===== src/rtl/bitTxPkg.sv =====
package bitTxPkg;

  localparam int PAT_LEN = 8;
  localparam int IDX_W = $clog2(PAT_LEN);
  localparam logic [PAT_LEN-1:0] FLAG_PAT = 8'b0111_1110;

  typedef enum logic [2:0] {
    ST_IDLE,
    ST_OPEN,
    ST_DATA,
    ST_CLOSE,
    ST_ABORT
  } txState_e;

  // strobes from control to datapath
  typedef struct packed {
    logic loadShift;
    logic shiftOut;
    logic clrOnes;
    logic consumeHold;
    logic flushHold;
    logic bitLoad;
    logic useData;
    logic patBit;
  } dpCtrl_t;

  // state reported by datapath to control
  typedef struct packed {
    logic holdValid;
    logic holdSom;
    logic curEom;
    logic lastBit;
    logic charDone;
    logic stuffNow;
    logic nextOnesHit;
  } dpStat_t;

endpackage


===== src/rtl/bitTxDatapath.sv =====
module bitTxDatapath
  import bitTxPkg::*;
#(
  parameter int DATA_W = 8,
  parameter int STUFF_RUN = 5,
  parameter bit LSB_FIRST = 1'b1,
  localparam int LEN_W = $clog2(DATA_W),
  localparam int CNT_W = $clog2(DATA_W + 1),
  localparam int ONES_W = $clog2(STUFF_RUN + 1)
) (
  input  logic              clk,
  input  logic              rstN,
  input  dpCtrl_t           ctrl,
  input  logic              wrStrobe,
  input  logic [DATA_W-1:0] wrData,
  input  logic              wrSom,
  input  logic              wrEom,
  input  logic [LEN_W-1:0]  charLen,
  output dpStat_t           status,
  output logic              txBit
);

  logic [DATA_W-1:0] holdData;
  logic              holdSom;
  logic              holdEom;
  logic              holdValid;

  logic [DATA_W-1:0] shReg;
  logic [DATA_W-1:0] shNext;
  logic [DATA_W-1:0] loadVal;
  logic              headBit;
  logic [CNT_W-1:0]  bitsLeft;
  logic              curEom;
  logic [ONES_W-1:0] onesCnt;

  // bit order selection
  generate
    if (LSB_FIRST) begin : gLsb
      assign headBit = shReg[0];
      assign shNext  = shReg >> 1;
      assign loadVal = holdData;
    end else begin : gMsb
      assign headBit = shReg[DATA_W-1];
      assign shNext  = shReg << 1;
      assign loadVal = holdData << (DATA_W - 1 - int'(charLen));
    end
  endgenerate

  // holding register
  always_ff @(posedge clk or negedge rstN) begin
    if (!rstN) begin
      holdValid <= 1'b0;
      holdData  <= '0;
      holdSom   <= 1'b0;
      holdEom   <= 1'b0;
    end else if (ctrl.flushHold || ctrl.consumeHold) begin
      holdValid <= 1'b0;
    end else if (wrStrobe && !holdValid) begin
      holdValid <= 1'b1;
      holdData  <= wrData;
      holdSom   <= wrSom;
      holdEom   <= wrEom;
    end
  end

  // shifter and bit counter
  always_ff @(posedge clk or negedge rstN) begin
    if (!rstN) begin
      shReg    <= '0;
      bitsLeft <= '0;
      curEom   <= 1'b0;
    end else if (ctrl.loadShift) begin
      shReg    <= loadVal;
      bitsLeft <= CNT_W'(charLen) + CNT_W'(1);
      curEom   <= holdEom;
    end else if (ctrl.shiftOut) begin
      shReg    <= shNext;
      bitsLeft <= bitsLeft - CNT_W'(1);
    end
  end

  // run of ones for zero insertion
  always_ff @(posedge clk or negedge rstN) begin
    if (!rstN) begin
      onesCnt <= '0;
    end else if (ctrl.clrOnes) begin
      onesCnt <= '0;
    end else if (ctrl.shiftOut) begin
      onesCnt <= headBit ? onesCnt + ONES_W'(1) : '0;
    end
  end

  // line output register
  always_ff @(posedge clk or negedge rstN) begin
    if (!rstN) begin
      txBit <= 1'b1;
    end else if (ctrl.bitLoad) begin
      txBit <= ctrl.useData ? headBit : ctrl.patBit;
    end
  end

  assign status.holdValid   = holdValid;
  assign status.holdSom     = holdSom;
  assign status.curEom      = curEom;
  assign status.lastBit     = (bitsLeft == CNT_W'(1));
  assign status.charDone    = (bitsLeft == '0);
  assign status.stuffNow    = (onesCnt == ONES_W'(STUFF_RUN));
  assign status.nextOnesHit = (onesCnt == ONES_W'(STUFF_RUN - 1)) && headBit;

endmodule


===== src/rtl/bitTxCtrl.sv =====
module bitTxCtrl
  import bitTxPkg::*;
(
  input  logic    clk,
  input  logic    rstN,
  input  logic    bitTick,
  input  logic    txEnable,
  input  logic    idleAbort,
  input  logic    abortReq,
  input  logic    wrStrobe,
  input  logic    wrSom,
  input  dpStat_t status,
  output dpCtrl_t ctrl,
  output logic    txActive,
  output logic    dataLate
);

  localparam logic [IDX_W-1:0] LAST_IDX = IDX_W'(PAT_LEN - 1);

  txState_e         state, nextState;
  logic [IDX_W-1:0] patIdx, nextIdx;
  logic             abortPend;
  logic             takeAbort;
  logic             setLate;
  logic             charEnd;
  logic             inFrame;

  assign inFrame = (state == ST_OPEN) || (state == ST_DATA) || (state == ST_CLOSE);

  always_comb begin
    ctrl      = '0;
    nextState = state;
    nextIdx   = patIdx;
    takeAbort = 1'b0;
    setLate   = 1'b0;
    charEnd   = 1'b0;
    if (!txEnable) begin
      ctrl.flushHold = 1'b1;
      ctrl.bitLoad   = 1'b1;
      ctrl.patBit    = 1'b1;
      nextState      = ST_IDLE;
      nextIdx        = '0;
    end else if (bitTick) begin
      ctrl.bitLoad = 1'b1;
      nextIdx      = patIdx + IDX_W'(1);
      if (abortPend && inFrame) begin
        ctrl.patBit    = 1'b1;
        ctrl.flushHold = 1'b1;
        nextState      = ST_ABORT;
        nextIdx        = '0;
        takeAbort      = 1'b1;
      end else begin
        unique case (state)
          ST_IDLE: begin
            ctrl.patBit = idleAbort ? 1'b1 : FLAG_PAT[patIdx];
            if (status.holdValid) begin
              if (!status.holdSom) begin
                ctrl.consumeHold = 1'b1;
              end else if (idleAbort || patIdx == LAST_IDX) begin
                ctrl.loadShift   = 1'b1;
                ctrl.consumeHold = 1'b1;
                nextState        = ST_OPEN;
                nextIdx          = '0;
              end
            end
          end
          ST_OPEN: begin
            ctrl.patBit = FLAG_PAT[patIdx];
            if (patIdx == LAST_IDX) begin
              ctrl.clrOnes = 1'b1;
              nextState    = ST_DATA;
              nextIdx      = '0;
            end
          end
          ST_DATA: begin
            if (status.stuffNow) begin
              ctrl.patBit  = 1'b0;
              ctrl.clrOnes = 1'b1;
              charEnd      = status.charDone;
            end else begin
              ctrl.useData  = 1'b1;
              ctrl.shiftOut = 1'b1;
              charEnd       = status.lastBit && !status.nextOnesHit;
            end
          end
          ST_CLOSE: begin
            ctrl.patBit = FLAG_PAT[patIdx];
            if (patIdx == LAST_IDX) begin
              nextState = ST_IDLE;
              nextIdx   = '0;
            end
          end
          ST_ABORT: begin
            ctrl.patBit = 1'b1;
            if (patIdx == LAST_IDX) begin
              nextState = ST_IDLE;
              nextIdx   = '0;
            end
          end
          default: begin
            ctrl.patBit = 1'b1;
            nextState   = ST_IDLE;
            nextIdx     = '0;
          end
        endcase
        if (charEnd) begin
          nextIdx = '0;
          if (status.curEom) begin
            nextState = ST_CLOSE;
          end else if (status.holdValid) begin
            ctrl.loadShift   = 1'b1;
            ctrl.consumeHold = 1'b1;
          end else begin
            nextState = ST_ABORT;
            setLate   = 1'b1;
          end
        end
      end
    end
  end

  always_ff @(posedge clk or negedge rstN) begin
    if (!rstN) begin
      state  <= ST_IDLE;
      patIdx <= '0;
    end else begin
      state  <= nextState;
      patIdx <= nextIdx;
    end
  end

  always_ff @(posedge clk or negedge rstN) begin
    if (!rstN) begin
      abortPend <= 1'b0;
    end else if (!txEnable || takeAbort || !inFrame) begin
      abortPend <= 1'b0;
    end else if (abortReq) begin
      abortPend <= 1'b1;
    end
  end

  always_ff @(posedge clk or negedge rstN) begin
    if (!rstN) begin
      dataLate <= 1'b0;
    end else if (setLate) begin
      dataLate <= 1'b1;
    end else if (wrStrobe && wrSom) begin
      dataLate <= 1'b0;
    end
  end

  assign txActive = (state != ST_IDLE);

endmodule


===== src/rtl/bitFrameTx.sv =====
module bitFrameTx
  import bitTxPkg::*;
#(
  parameter int DATA_W = 8,
  parameter int STUFF_RUN = 5,
  localparam int LEN_W = $clog2(DATA_W)
) (
  input  logic              clk,
  input  logic              rstN,
  input  logic              bitTick,
  input  logic              txEnable,
  input  logic              idleAbort,
  input  logic [LEN_W-1:0]  charLen,
  input  logic              intEnable,
  input  logic              wrStrobe,
  input  logic [DATA_W-1:0] wrData,
  input  logic              wrSom,
  input  logic              wrEom,
  input  logic              abortReq,
  output logic              txBit,
  output logic              bufEmpty,
  output logic              txActive,
  output logic              dataLate,
  output logic              txIrq
);

  dpCtrl_t ctrl;
  dpStat_t status;

  bitTxCtrl uCtrl (
    .clk       (clk),
    .rstN      (rstN),
    .bitTick   (bitTick),
    .txEnable  (txEnable),
    .idleAbort (idleAbort),
    .abortReq  (abortReq),
    .wrStrobe  (wrStrobe),
    .wrSom     (wrSom),
    .status    (status),
    .ctrl      (ctrl),
    .txActive  (txActive),
    .dataLate  (dataLate)
  );

  bitTxDatapath #(
    .DATA_W    (DATA_W),
    .STUFF_RUN (STUFF_RUN),
    .LSB_FIRST (1'b1)
  ) uDp (
    .clk      (clk),
    .rstN     (rstN),
    .ctrl     (ctrl),
    .wrStrobe (wrStrobe),
    .wrData   (wrData),
    .wrSom    (wrSom),
    .wrEom    (wrEom),
    .charLen  (charLen),
    .status   (status),
    .txBit    (txBit)
  );

  assign bufEmpty = !status.holdValid;
  assign txIrq    = intEnable && bufEmpty;

endmodule


===== config.mk =====
export PLATFORM = sky130hd
export DESIGN_NAME = bitFrameTx
export DESIGN_NICKNAME = d
export VERILOG_FILES = /design/src/rtl/bitTxPkg.sv /design/src/rtl/bitTxDatapath.sv /design/src/rtl/bitTxCtrl.sv /design/src/rtl/bitFrameTx.sv
export SDC_FILE = /design/constraint.sdc
export NUM_CORES = 1
export LEC_CHECK = 0
export BUFFER_PORTS_ARGS = -buffer_cell sky130_fd_sc_hd__buf_2
export CORE_MARGIN = 5
export CORE_UTILIZATION = 50
export CTS_BUF_LIST = sky130_fd_sc_hd__clkbuf_8
export CTS_CLUSTER_DIAMETER = 40
export CTS_CLUSTER_SIZE = 10
export DETAILED_ROUTE_END_ITERATION = 8
export PLACE_DENSITY = 0.73
export SYNTH_ARGS = -nofsm -noshare
export SYNTH_HDL_FRONTEND = slang
export SYNTH_SLANG_ARGS = --single-unit

===== constraint.sdc =====
create_clock -name clk -period 2.05 [get_ports clk]
set_input_delay 0 -clock clk [delete_from_list [all_inputs] [get_ports clk]]
set_output_delay 0 -clock clk [all_outputs]
set_load 0.01 [all_outputs]

==> results of run 1 <==
## flip-flops by register name, summed over array words and instances (netlist names)
signal	cells
uDp.holdValid	1
uDp.onesCnt	3
uDp.holdSom	1
uCtrl.state	3
uDp.shReg	8
uDp.holdEom	1
uCtrl.patIdx	3
uDp.bitsLeft	4
uCtrl.dataLate	1
uDp.curEom	1
uDp.txBit	1
uDp.holdData	8
uCtrl.abortPend	1
## stage by stage
stage	TNS [ps]	cell area (sq um)	std cells	util	hold slack, ps
6_report	0	2670	312	0.663	6.74
5_1_grt	-732	2670	312	0.663	24.0
4_1_cts	-32.9	2660	313	0.659	1.58
3_5_place_dp	-146	2340	288	0.581	139
3_3_place_gp	0	2340	288	0.581	131
2_1_floorplan	0	2100	206	-	-296
## per-layer routing
layer	global-route usage	wire length, microns	up-vias
met5	0	0	-
li1	-	-	841
met1	0.237	1980	829
met4	0.0929	132	0
met3	0.0427	171	13
met2	0.340	2560	35
## timing repair
| item | CTS | global route |
|---|---|---|
| cloned | 1 | 0 |
| resized for setup | 12 | 11 |
| endpoints found under the setup margin | 8 | 12 |
| pin swaps | 1 | 1 |
| setup buffers | 2 | 0 |
| hold endpoints to repair | 47 | 0 |
| hold buffers | 14 | 0 |
## worst register-to-register path: stages (launching register included)
cell and delay [ps]:
dfrtp_1 410, inv_2 80, ha_1 190, o2111ai_4 150
or2_4 270, o41ai_4 310, clkbuf_16 230, mux2_4 290
## power by group
| part | total [mW] | internal [mW] | switching, mW |
|---|---|---|---|
| Clock | 0.517 | 0.241 | 0.276 |
| Combinational | 0.595 | 0.322 | 0.273 |
| Sequential | 0.982 | 0.872 | 0.110 |
| Total | 2.09 | 1.43 | 0.659 |
## synth_stat cells (all sizes together) (2+ instances only)
master	count
nand3	4
or3b	2
o21ai	10
nand2	41
ha	10
xnor2	3
buf	7
nor2b	3
nor3	2
nor4	2
nand2b	3
mux2	17
or2	3
mux2i	5
a32o	3
inv	11
a21oi	12
o31ai	2
or3	3
nor2	7
xor2	2
dfrtp	35
a22o	4
## logic make-up after synthesis
logic type	after synthesis
multiplexers	22
AO/OA/AOI/OAI	40
buffers and inverters	18
XOR/XNOR	5
flip-flops	36
adder cells (fa/ha/maj)	10
AND/OR/NAND/NOR	75
## final cells by class
cell class	count	area [sq um]	share of cell area
flip-flops and latches	36	906	0.339
clock inverters	3	21.3	0.00797
multi-input cells	152	1160	0.433
repair buffers	55	414	0.155
well taps	50	62.6	0.0234
inverters	11	41.3	0.0155
clock buffers	5	68.8	0.0258
## how the worst min path moves through the flow
stage | from | slack [ps] | endpoint | cells past startpoint
after global routing | wrStrobe | 20 | uDp.holdValid | 3
final | wrStrobe | 7 | uDp.holdValid | 3
after detailed placement | rstN | 140 | uCtrl.state[0] | 1
after CTS | wrStrobe | 2 | uDp.holdValid | 3
after global placement | rstN | 130 | uCtrl.state[1] | 1
after floorplan | rstN | -300 | uCtrl.abortPend | 0
==> flow_summary.html, run 1 <==
<table>
<tr><th>Metric</th><th>Value</th></tr>
<tr><th colspan="2">Clocking</th></tr>
<tr><td>Skew-Pair Late Insertion Delay</td><td>300 ps</td></tr>
<tr><td>Number of buffers added by the clock tree synthesis step</td><td>5</td></tr>
<tr><td>Maximum buffer depth of the clock tree</td><td>2</td></tr>
<tr><td>Clock Tree Root</td><td>clkbuf_8</td></tr>
<tr><td>Clock sinks</td><td>36</td></tr>
<tr><td>Number of levels in the clock H-tree</td><td>2</td></tr>
<tr><td>TritonCTS clock tree</td><td>built</td></tr>
<tr><td>Clock input transition at the sequential cells of the worst setup and hold paths</td><td>80 ps</td></tr>
<tr><th colspan="2">Floorplan</th></tr>
<tr><td>Overall die height</td><td>74.7 microns</td></tr>
<tr><td>Core Box Area</td><td>4030 sq um</td></tr>
<tr><td>Horiz. Die Dim</td><td>74.7 microns</td></tr>
<tr><td>Initial core utilization</td><td>0.520</td></tr>
<tr><td># rows</td><td>23</td></tr>
<tr><td>Count of boundary I/O pins</td><td>26</td></tr>
<tr><td>Die Area</td><td>5590 sq um</td></tr>
<tr><th colspan="2">STA</th></tr>
<tr><td>Finish-stage setup viols</td><td>0</td></tr>
<tr><td>Max-slew headroom at the worst pin</td><td>0.458</td></tr>
<tr><td>Worst setup skew after layout</td><td>14.4 ps</td></tr>
<tr><td>Final critical-path share of the clock period</td><td>0.998</td></tr>
<tr><td>Fin. Hold Viols</td><td>0</td></tr>
<tr><td>RSZ-0062 raised after global routing</td><td>true</td></tr>
<tr><td>Worst-case setup margin in the final layout</td><td>3.87 ps</td></tr>
<tr><td>Clock period minus worst slack</td><td>2050 ps</td></tr>
<tr><td>Worst-Margin Slew</td><td>814 ps</td></tr>
<tr><td>Final number of max-transition violations</td><td>0</td></tr>
<tr><td>Maximum achievable frequency</td><td>489 MHz</td></tr>
<tr><th colspan="2">Setup path</th></tr>
<tr><td>Arrival time of the worst setup path</td><td>2230 ps</td></tr>
<tr><td>Required time of the worst setup path</td><td>2240 ps</td></tr>
<tr><td>Kind of cell adding the most delay to the critical path</td><td>compound AO/OA/AOI/OAI gates</td></tr>
<tr><td>Instance count on the critical path</td><td>7</td></tr>
<tr><td>Setup CP Type</td><td>reg -&gt; reg</td></tr>
<tr><td>Cells along the critical path</td><td>inv_2 &gt; ha_1 &gt; o2111ai_4 &gt; or2_4 &gt; o41ai_4 &gt; clkbuf_16 &gt; mux2_4</td></tr>
<tr><td>Crit-path max cell delay</td><td>410 ps</td></tr>
<tr><td>Last element of the critical path</td><td>uDp.shReg[5]</td></tr>
<tr><td>Reg2Reg Depth</td><td>7</td></tr>
<tr><td>Critical register-to-register path startpoint</td><td>uDp.bitsLeft[1]</td></tr>
<tr><td>CP Capture Type</td><td>register</td></tr>
<tr><td>Maximum fanout along the worst path</td><td>5</td></tr>
<tr><td>Crit start category</td><td>register</td></tr>
<tr><td>Worst Path Buf+Inv</td><td>2</td></tr>
<tr><td>Worst r2r dst</td><td>uDp.shReg[5]</td></tr>
<tr><td>Standard cell with the maximum stage delay on the critical path</td><td>dfrtp_1</td></tr>
<tr><td>Reg-to-reg slack, setup</td><td>4 ps</td></tr>
<tr><td>Worst Setup SP</td><td>uDp.bitsLeft[1]</td></tr>
<tr><th colspan="2">Route</th></tr>
<tr><td>Iteration-0 DRC count of the detailed router</td><td>128</td></tr>
<tr><td>Remaining DRCs</td><td>0</td></tr>
<tr><td>Post-route ant nets</td><td>0</td></tr>
<tr><td>Vias after detailed routing</td><td>1,718</td></tr>
<tr><td>Total routed wirelength</td><td>4850 microns</td></tr>
<tr><td>Routed length per placed instance</td><td>15.5 microns</td></tr>
<tr><td>DRT Pass-1 Iters</td><td>4</td></tr>
<tr><td>Vias per cell</td><td>5.51</td></tr>
<tr><th colspan="2">GRT</th></tr>
<tr><td>Wire length of the first global-routing pass</td><td>8300 microns</td></tr>
<tr><td>Number of antenna violations at the first check in global routing</td><td>0</td></tr>
<tr><td>Number of global-route vias before repair</td><td>1,764</td></tr>
<tr><td>Global router's overall resource usage</td><td>0.198</td></tr>
<tr><td>Gr ovfl total</td><td>0</td></tr>
<tr><td>Largest net degree at the start of global routing</td><td>37</td></tr>
<tr><th colspan="2">Logic synthesis</th></tr>
<tr><td>Complex-gate fraction of the synthesized area</td><td>0.138</td></tr>
<tr><td>Total nets after synthesis</td><td>237</td></tr>
<tr><td>Syn Area/Cell</td><td>10.2 sq um</td></tr>
<tr><td>Synth Area in XOR/XNOR</td><td>0.0209</td></tr>
<tr><td>Cell types with the largest area share after synthesis</td><td>dfrtp_1, nand2_1, ha_1, mux2_2, mux2_4</td></tr>
<tr><td>Largest family of logic cells by synthesized area</td><td>simple AND/OR/NAND/NOR gates</td></tr>
<tr><td>Proportion of synthesized area in mux cells</td><td>0.124</td></tr>
<tr><td>Number of distinct library cells after synthesis</td><td>48</td></tr>
<tr><td>Largest area contributor in the netlist</td><td>dfrtp_1</td></tr>
<tr><td>Share of Yosys cell area claimed by the top area cell type</td><td>0.418</td></tr>
<tr><td>Count of yosys warnings during synthesis</td><td>0</td></tr>
<tr><td>Post-synthesis adder-cell area fraction</td><td>0.0597</td></tr>
<tr><td>Number of register bits inferred by synthesis</td><td>36</td></tr>
<tr><td>Post-Synth Simple-Gate Area</td><td>0.179</td></tr>
<tr><td>Post-synthesis cell area</td><td>2100 sq um</td></tr>
<tr><td>Sequential-to-total area share from yosys stat</td><td>0.430</td></tr>
<tr><td>Count of flip-flops with a built-in enable after synthesis</td><td>0</td></tr>
<tr><td>Top flip-flop cell by instance count after synthesis</td><td>dfrtp_1</td></tr>
<tr><td>Post-synth ARST share</td><td>1.00</td></tr>
<tr><td>Cells after Synth</td><td>206</td></tr>
<tr><th colspan="2">Cells and area</th></tr>
<tr><td>Antenna Cells</td><td>0</td></tr>
<tr><td>Commonest cells after routing, fill and taps aside</td><td>nand2_1, dfrtp_1, buf_2</td></tr>
<tr><td>Final net count</td><td>292</td></tr>
<tr><td>Ratio of cells with drive above 1 in the final layout</td><td>0.344</td></tr>
<tr><td>Total of fill cells in the finished design</td><td>312</td></tr>
<tr><td>Area overhead of the layout relative to synthesis</td><td>27.4%</td></tr>
<tr><td>Most frequent standard cell in the layout excluding fill and tap cells</td><td>nand2_1</td></tr>
<tr><th colspan="2">Pwr</th></tr>
<tr><td>Leakage</td><td>1.22 nW</td></tr>
<tr><td>VDD IR-drop max</td><td>0.565 mV</td></tr>
<tr><td>Total design power</td><td>2.09 mW</td></tr>
<tr><td>Power density of the placed cells</td><td>784 nW/um^2</td></tr>
<tr><th colspan="2">Run</th></tr>
<tr><td>Max cap viols</td><td>0</td></tr>
<tr><th colspan="2">Min path</th></tr>
<tr><td>Worst hold path type</td><td>in -&gt; reg</td></tr>
<tr><th colspan="2">Placed design</th></tr>
<tr><td>Final HPWL DP</td><td>3270 microns</td></tr>
<tr><td>RePlAce Congestion</td><td>0.870</td></tr>
<tr><td>Post-Place Setup Slack</td><td>-41.0 ps</td></tr>
<tr><td>Port-buffer cells</td><td>25</td></tr>
<tr><th colspan="2">Outcome</th></tr>
<tr><td>Run status</td><td>finished, final reports clean</td></tr>
</table>
Power figures use the tool's default switching activity.
==> inputs of run 2 (changes only) <==
--- a/config.mk
+++ b/config.mk
@@ -7,12 +7,11 @@
 export LEC_CHECK = 0
 export BUFFER_PORTS_ARGS = -buffer_cell sky130_fd_sc_hd__buf_2
 export CORE_MARGIN = 5
-export CORE_UTILIZATION = 50
+export CORE_UTILIZATION = 30
 export CTS_BUF_LIST = sky130_fd_sc_hd__clkbuf_8
 export CTS_CLUSTER_DIAMETER = 40
 export CTS_CLUSTER_SIZE = 10
 export DETAILED_ROUTE_END_ITERATION = 8
-export PLACE_DENSITY = 0.73
 export SYNTH_ARGS = -nofsm -noshare
 export SYNTH_HDL_FRONTEND = slang
 export SYNTH_SLANG_ARGS = --single-unit
==> constraint.sdc (replaced) <==
create_clock -name clk -period 2.05 [get_ports clk]
set_input_delay 0.41 -clock clk [delete_from_list [all_inputs] [get_ports clk]]
set_output_delay 0.41 -clock clk [all_outputs]
set_load 0.01 [all_outputs]
==> flow_summary.html, run 2 (same netlist as run 1, synthesis figures left out) <==
<table>
<tr><th>Metric</th><th>Value</th></tr>
<tr><th colspan="2">Outcome</th></tr>
<tr><td>Run status</td><td>finished, final reports clean</td></tr>
<tr><th colspan="2">STA</th></tr>
<tr><td>RSZ-0062 raised after global routing</td><td>true</td></tr>
<tr><td>Maximum achievable frequency</td><td>495 MHz (+1.3%)</td></tr>
<tr><td>Worst-Margin Slew</td><td>592 ps (-221 ps)</td></tr>
<tr><td>Clock period minus worst slack</td><td>2020 ps (-26.4 ps)</td></tr>
<tr><td>Final number of max-transition violations</td><td>0 (unchanged)</td></tr>
<tr><td>Worst setup skew after layout</td><td>7.57 ps (-6.80 ps)</td></tr>
<tr><td>Fin. Hold Viols</td><td>0 (unchanged)</td></tr>
<tr><td>Final critical-path share of the clock period</td><td>0.985 (-0.0129)</td></tr>
<tr><td>Max-slew headroom at the worst pin</td><td>0.605 (+0.147)</td></tr>
<tr><td>Hold slack</td><td>46.1 ps (+39.3 ps)</td></tr>
<tr><td>Final-layout setup total negative slack</td><td>0 ps (unchanged)</td></tr>
<tr><td>Finish-stage setup viols</td><td>0 (unchanged)</td></tr>
<tr><td>Worst-case setup margin in the final layout</td><td>30.3 ps (+26.4 ps)</td></tr>
<tr><th colspan="2">Clocking</th></tr>
<tr><td>Number of levels in the clock H-tree</td><td>2 (unchanged)</td></tr>
<tr><td>TritonCTS clock tree</td><td>built</td></tr>
<tr><td>Maximum buffer depth of the clock tree</td><td>2 (unchanged)</td></tr>
<tr><td>Clock sinks</td><td>36 (unchanged)</td></tr>
<tr><td>Skew-Pair Late Insertion Delay</td><td>290 ps (about the same)</td></tr>
<tr><td>Clock input transition at the sequential cells of the worst setup and hold paths</td><td>80 ps (about the same)</td></tr>
<tr><td>Number of buffers added by the clock tree synthesis step</td><td>5 (unchanged)</td></tr>
<tr><td>Clock Tree Root</td><td>clkbuf_8</td></tr>
<tr><th colspan="2">Min path</th></tr>
<tr><td>Worst hold path type</td><td>in -&gt; async</td></tr>
<tr><th colspan="2">GRT</th></tr>
<tr><td>Wire length of the first global-routing pass</td><td>8030 microns (-3.2%)</td></tr>
<tr><td>Largest net degree at the start of global routing</td><td>21 (-43%)</td></tr>
<tr><td>Gr ovfl total</td><td>0 (unchanged)</td></tr>
<tr><td>Number of global-route vias before repair</td><td>1,702 (-3.5%)</td></tr>
<tr><td>Number of antenna violations at the first check in global routing</td><td>0 (unchanged)</td></tr>
<tr><td>Global router's overall resource usage</td><td>0.117 (-0.0813)</td></tr>
<tr><th colspan="2">Floorplan</th></tr>
<tr><td>Overall die height</td><td>93.6 microns (+25%)</td></tr>
<tr><td>Core Box Area</td><td>6790 sq um (+69%)</td></tr>
<tr><td>Initial core utilization</td><td>0.308 (-0.212)</td></tr>
<tr><td>Count of boundary I/O pins</td><td>26 (unchanged)</td></tr>
<tr><td>Horiz. Die Dim</td><td>93.6 microns (+25%)</td></tr>
<tr><td>Die Area</td><td>8760 sq um (+57%)</td></tr>
<tr><td># rows</td><td>30 (+30%)</td></tr>
<tr><th colspan="2">Cells and area</th></tr>
<tr><td>Area overhead of the layout relative to synthesis</td><td>29.7%</td></tr>
<tr><td>Final net count</td><td>295 (+1.0%)</td></tr>
<tr><td>Commonest cells after routing, fill and taps aside</td><td>nand2_1, dfrtp_1, buf_4</td></tr>
<tr><td>Total of fill cells in the finished design</td><td>682 (+120%)</td></tr>
<tr><td>Largest registers</td><td>uDp.holdData x8, uDp.shReg x8, uDp.bitsLeft x4</td></tr>
<tr><td>Ratio of cells with drive above 1 in the final layout</td><td>0.411 (+0.0678)</td></tr>
<tr><td>Most frequent standard cell in the layout excluding fill and tap cells</td><td>nand2_1</td></tr>
<tr><td>Antenna Cells</td><td>0 (unchanged)</td></tr>
<tr><th colspan="2">Route</th></tr>
<tr><td>Remaining DRCs</td><td>0 (unchanged)</td></tr>
<tr><td>Post-route ant nets</td><td>0 (unchanged)</td></tr>
<tr><td>Vias per cell</td><td>4.69 (-15%)</td></tr>
<tr><td>DRT Pass-1 Iters</td><td>4 (unchanged)</td></tr>
<tr><td>Iteration-0 DRC count of the detailed router</td><td>91 (-29%)</td></tr>
<tr><td>Total routed wirelength</td><td>4780 microns (-1.5%)</td></tr>
<tr><td>Routed length per placed instance</td><td>13.2 microns (-15%)</td></tr>
<tr><td>Vias after detailed routing</td><td>1,694 (-1.4%)</td></tr>
<tr><th colspan="2">Setup path</th></tr>
<tr><td>Reg2Reg Depth</td><td>8 (+1)</td></tr>
<tr><td>Arrival time of the worst setup path</td><td>2200 ps (-30 ps)</td></tr>
<tr><td>Worst r2r dst</td><td>uDp.shReg[4]</td></tr>
<tr><td>Worst Setup SP</td><td>uDp.onesCnt[0]</td></tr>
<tr><td>Critical register-to-register path startpoint</td><td>uDp.onesCnt[0]</td></tr>
<tr><td>CP Capture Type</td><td>register</td></tr>
<tr><td>Crit start category</td><td>register</td></tr>
<tr><td>Reg-to-reg slack, setup</td><td>30 ps (+30 ps)</td></tr>
<tr><td>Setup CP Type</td><td>reg -&gt; reg</td></tr>
<tr><td>Required time of the worst setup path</td><td>2230 ps (about the same)</td></tr>
<tr><td>Maximum fanout along the worst path</td><td>5 (unchanged)</td></tr>
<tr><th colspan="2">Pwr</th></tr>
<tr><td>VDD IR-drop max</td><td>0.546 mV (-3.3%)</td></tr>
<tr><td>Leakage</td><td>1.23 nW (+1.2%)</td></tr>
<tr><td>Power density of the placed cells</td><td>771 nW/um^2 (-1.6%)</td></tr>
<tr><td>Combinational share of power</td><td>0.282 (-0.002)</td></tr>
<tr><td>Sw Pwr</td><td>0.640 mW (-3.0%)</td></tr>
<tr><td>Switch share</td><td>0.305 (-0.00983)</td></tr>
<tr><td>Cell internal pwr</td><td>1.46 mW (+1.6%)</td></tr>
<tr><td>Sequential share of power</td><td>0.463 (-0.006)</td></tr>
<tr><td>Clock network power share</td><td>0.255 (+0.008)</td></tr>
<tr><th colspan="2">Run</th></tr>
<tr><td>Max cap viols</td><td>0 (unchanged)</td></tr>
<tr><th colspan="2">Placed design</th></tr>
<tr><td>Final HPWL DP</td><td>3590 microns (+9.8%)</td></tr>
<tr><td>Port-buffer cells</td><td>25 (unchanged)</td></tr>
<tr><td>RePlAce Congestion</td><td>0.855 (-1.7%)</td></tr>
<tr><td>Post-Place Setup Slack</td><td>-54.9 ps (-13.9 ps)</td></tr>
</table>
-- run 2: final cells by class --
cell class | instances | area, sq um | area share
flip-flops and latches | 36 | 905 | 0.333
inverters | 11 | 41.3 | 0.0152
clock inverters | 2 | 11.3 | 0.00414
well taps | 96 | 120 | 0.0442
repair buffers | 58 | 400 | 0.147
clock buffers | 6 | 82.6 | 0.0304
multi-input cells | 152 | 1160 | 0.426
-- run 2: worst max-delay path by stage --
stage,to,depth (start not counted)
CTS,uDp.shReg[0],8
floorplan,uDp.bitsLeft[1],7
global placement,uDp.holdData[6],4
detailed placement,uDp.holdData[4],4
finish,uDp.shReg[4],8
global route,uDp.shReg[0],9
-- run 2: power groups by stage --
stage	combinational, mW	sequential [mW]	clock, mW
floorplan	0.359	0.972	0
global placement	0.547	0.978	0
detailed placement	0.560	0.982	0
CTS	0.567	0.968	0.554
global route	0.669	0.993	0.596
finish	0.592	0.971	0.535
-- run 2: critical path, cell delays in order (launching register included) --
cell and delay (ps):
dfrtp_1 440, ha_4 200, nand2_2 80, o2111ai_2 110
or2_4 270, o41ai_4 190, buf_4 190, clkbuf_16 140
mux2_4 290
-- run 2: repair_timing --
action	4_1_cts	5_1_grt
hold buffers	0	0
setup endpoints to repair	11	23
gates cloned	0	1
buffers inserted	2	3
pin swaps	0	1
gates resized for setup	1	19
-- run 2: layer usage --
metal  up-vias  GRT usage  wire length, microns
li1        838          -                     -
met1       799      0.152                  2150
met2        46      0.180                  2240
met3        11     0.0290                   280
met4         0     0.0554                   114
met5         -          0                     0
-- run 2: stage by stage --
stage | cell area (sq um) | std cells | power, mW | util
final | 2720 | 361 | 2.10 | 0.400
after global routing | 2720 | 361 | 2.26 | 0.400
after CTS | 2610 | 357 | 2.09 | 0.384
after detailed placement | 2500 | 347 | 1.54 | 0.367
after global placement | 2500 | 347 | 1.52 | 0.367
after floorplan | 2100 | 206 | 1.33 | -
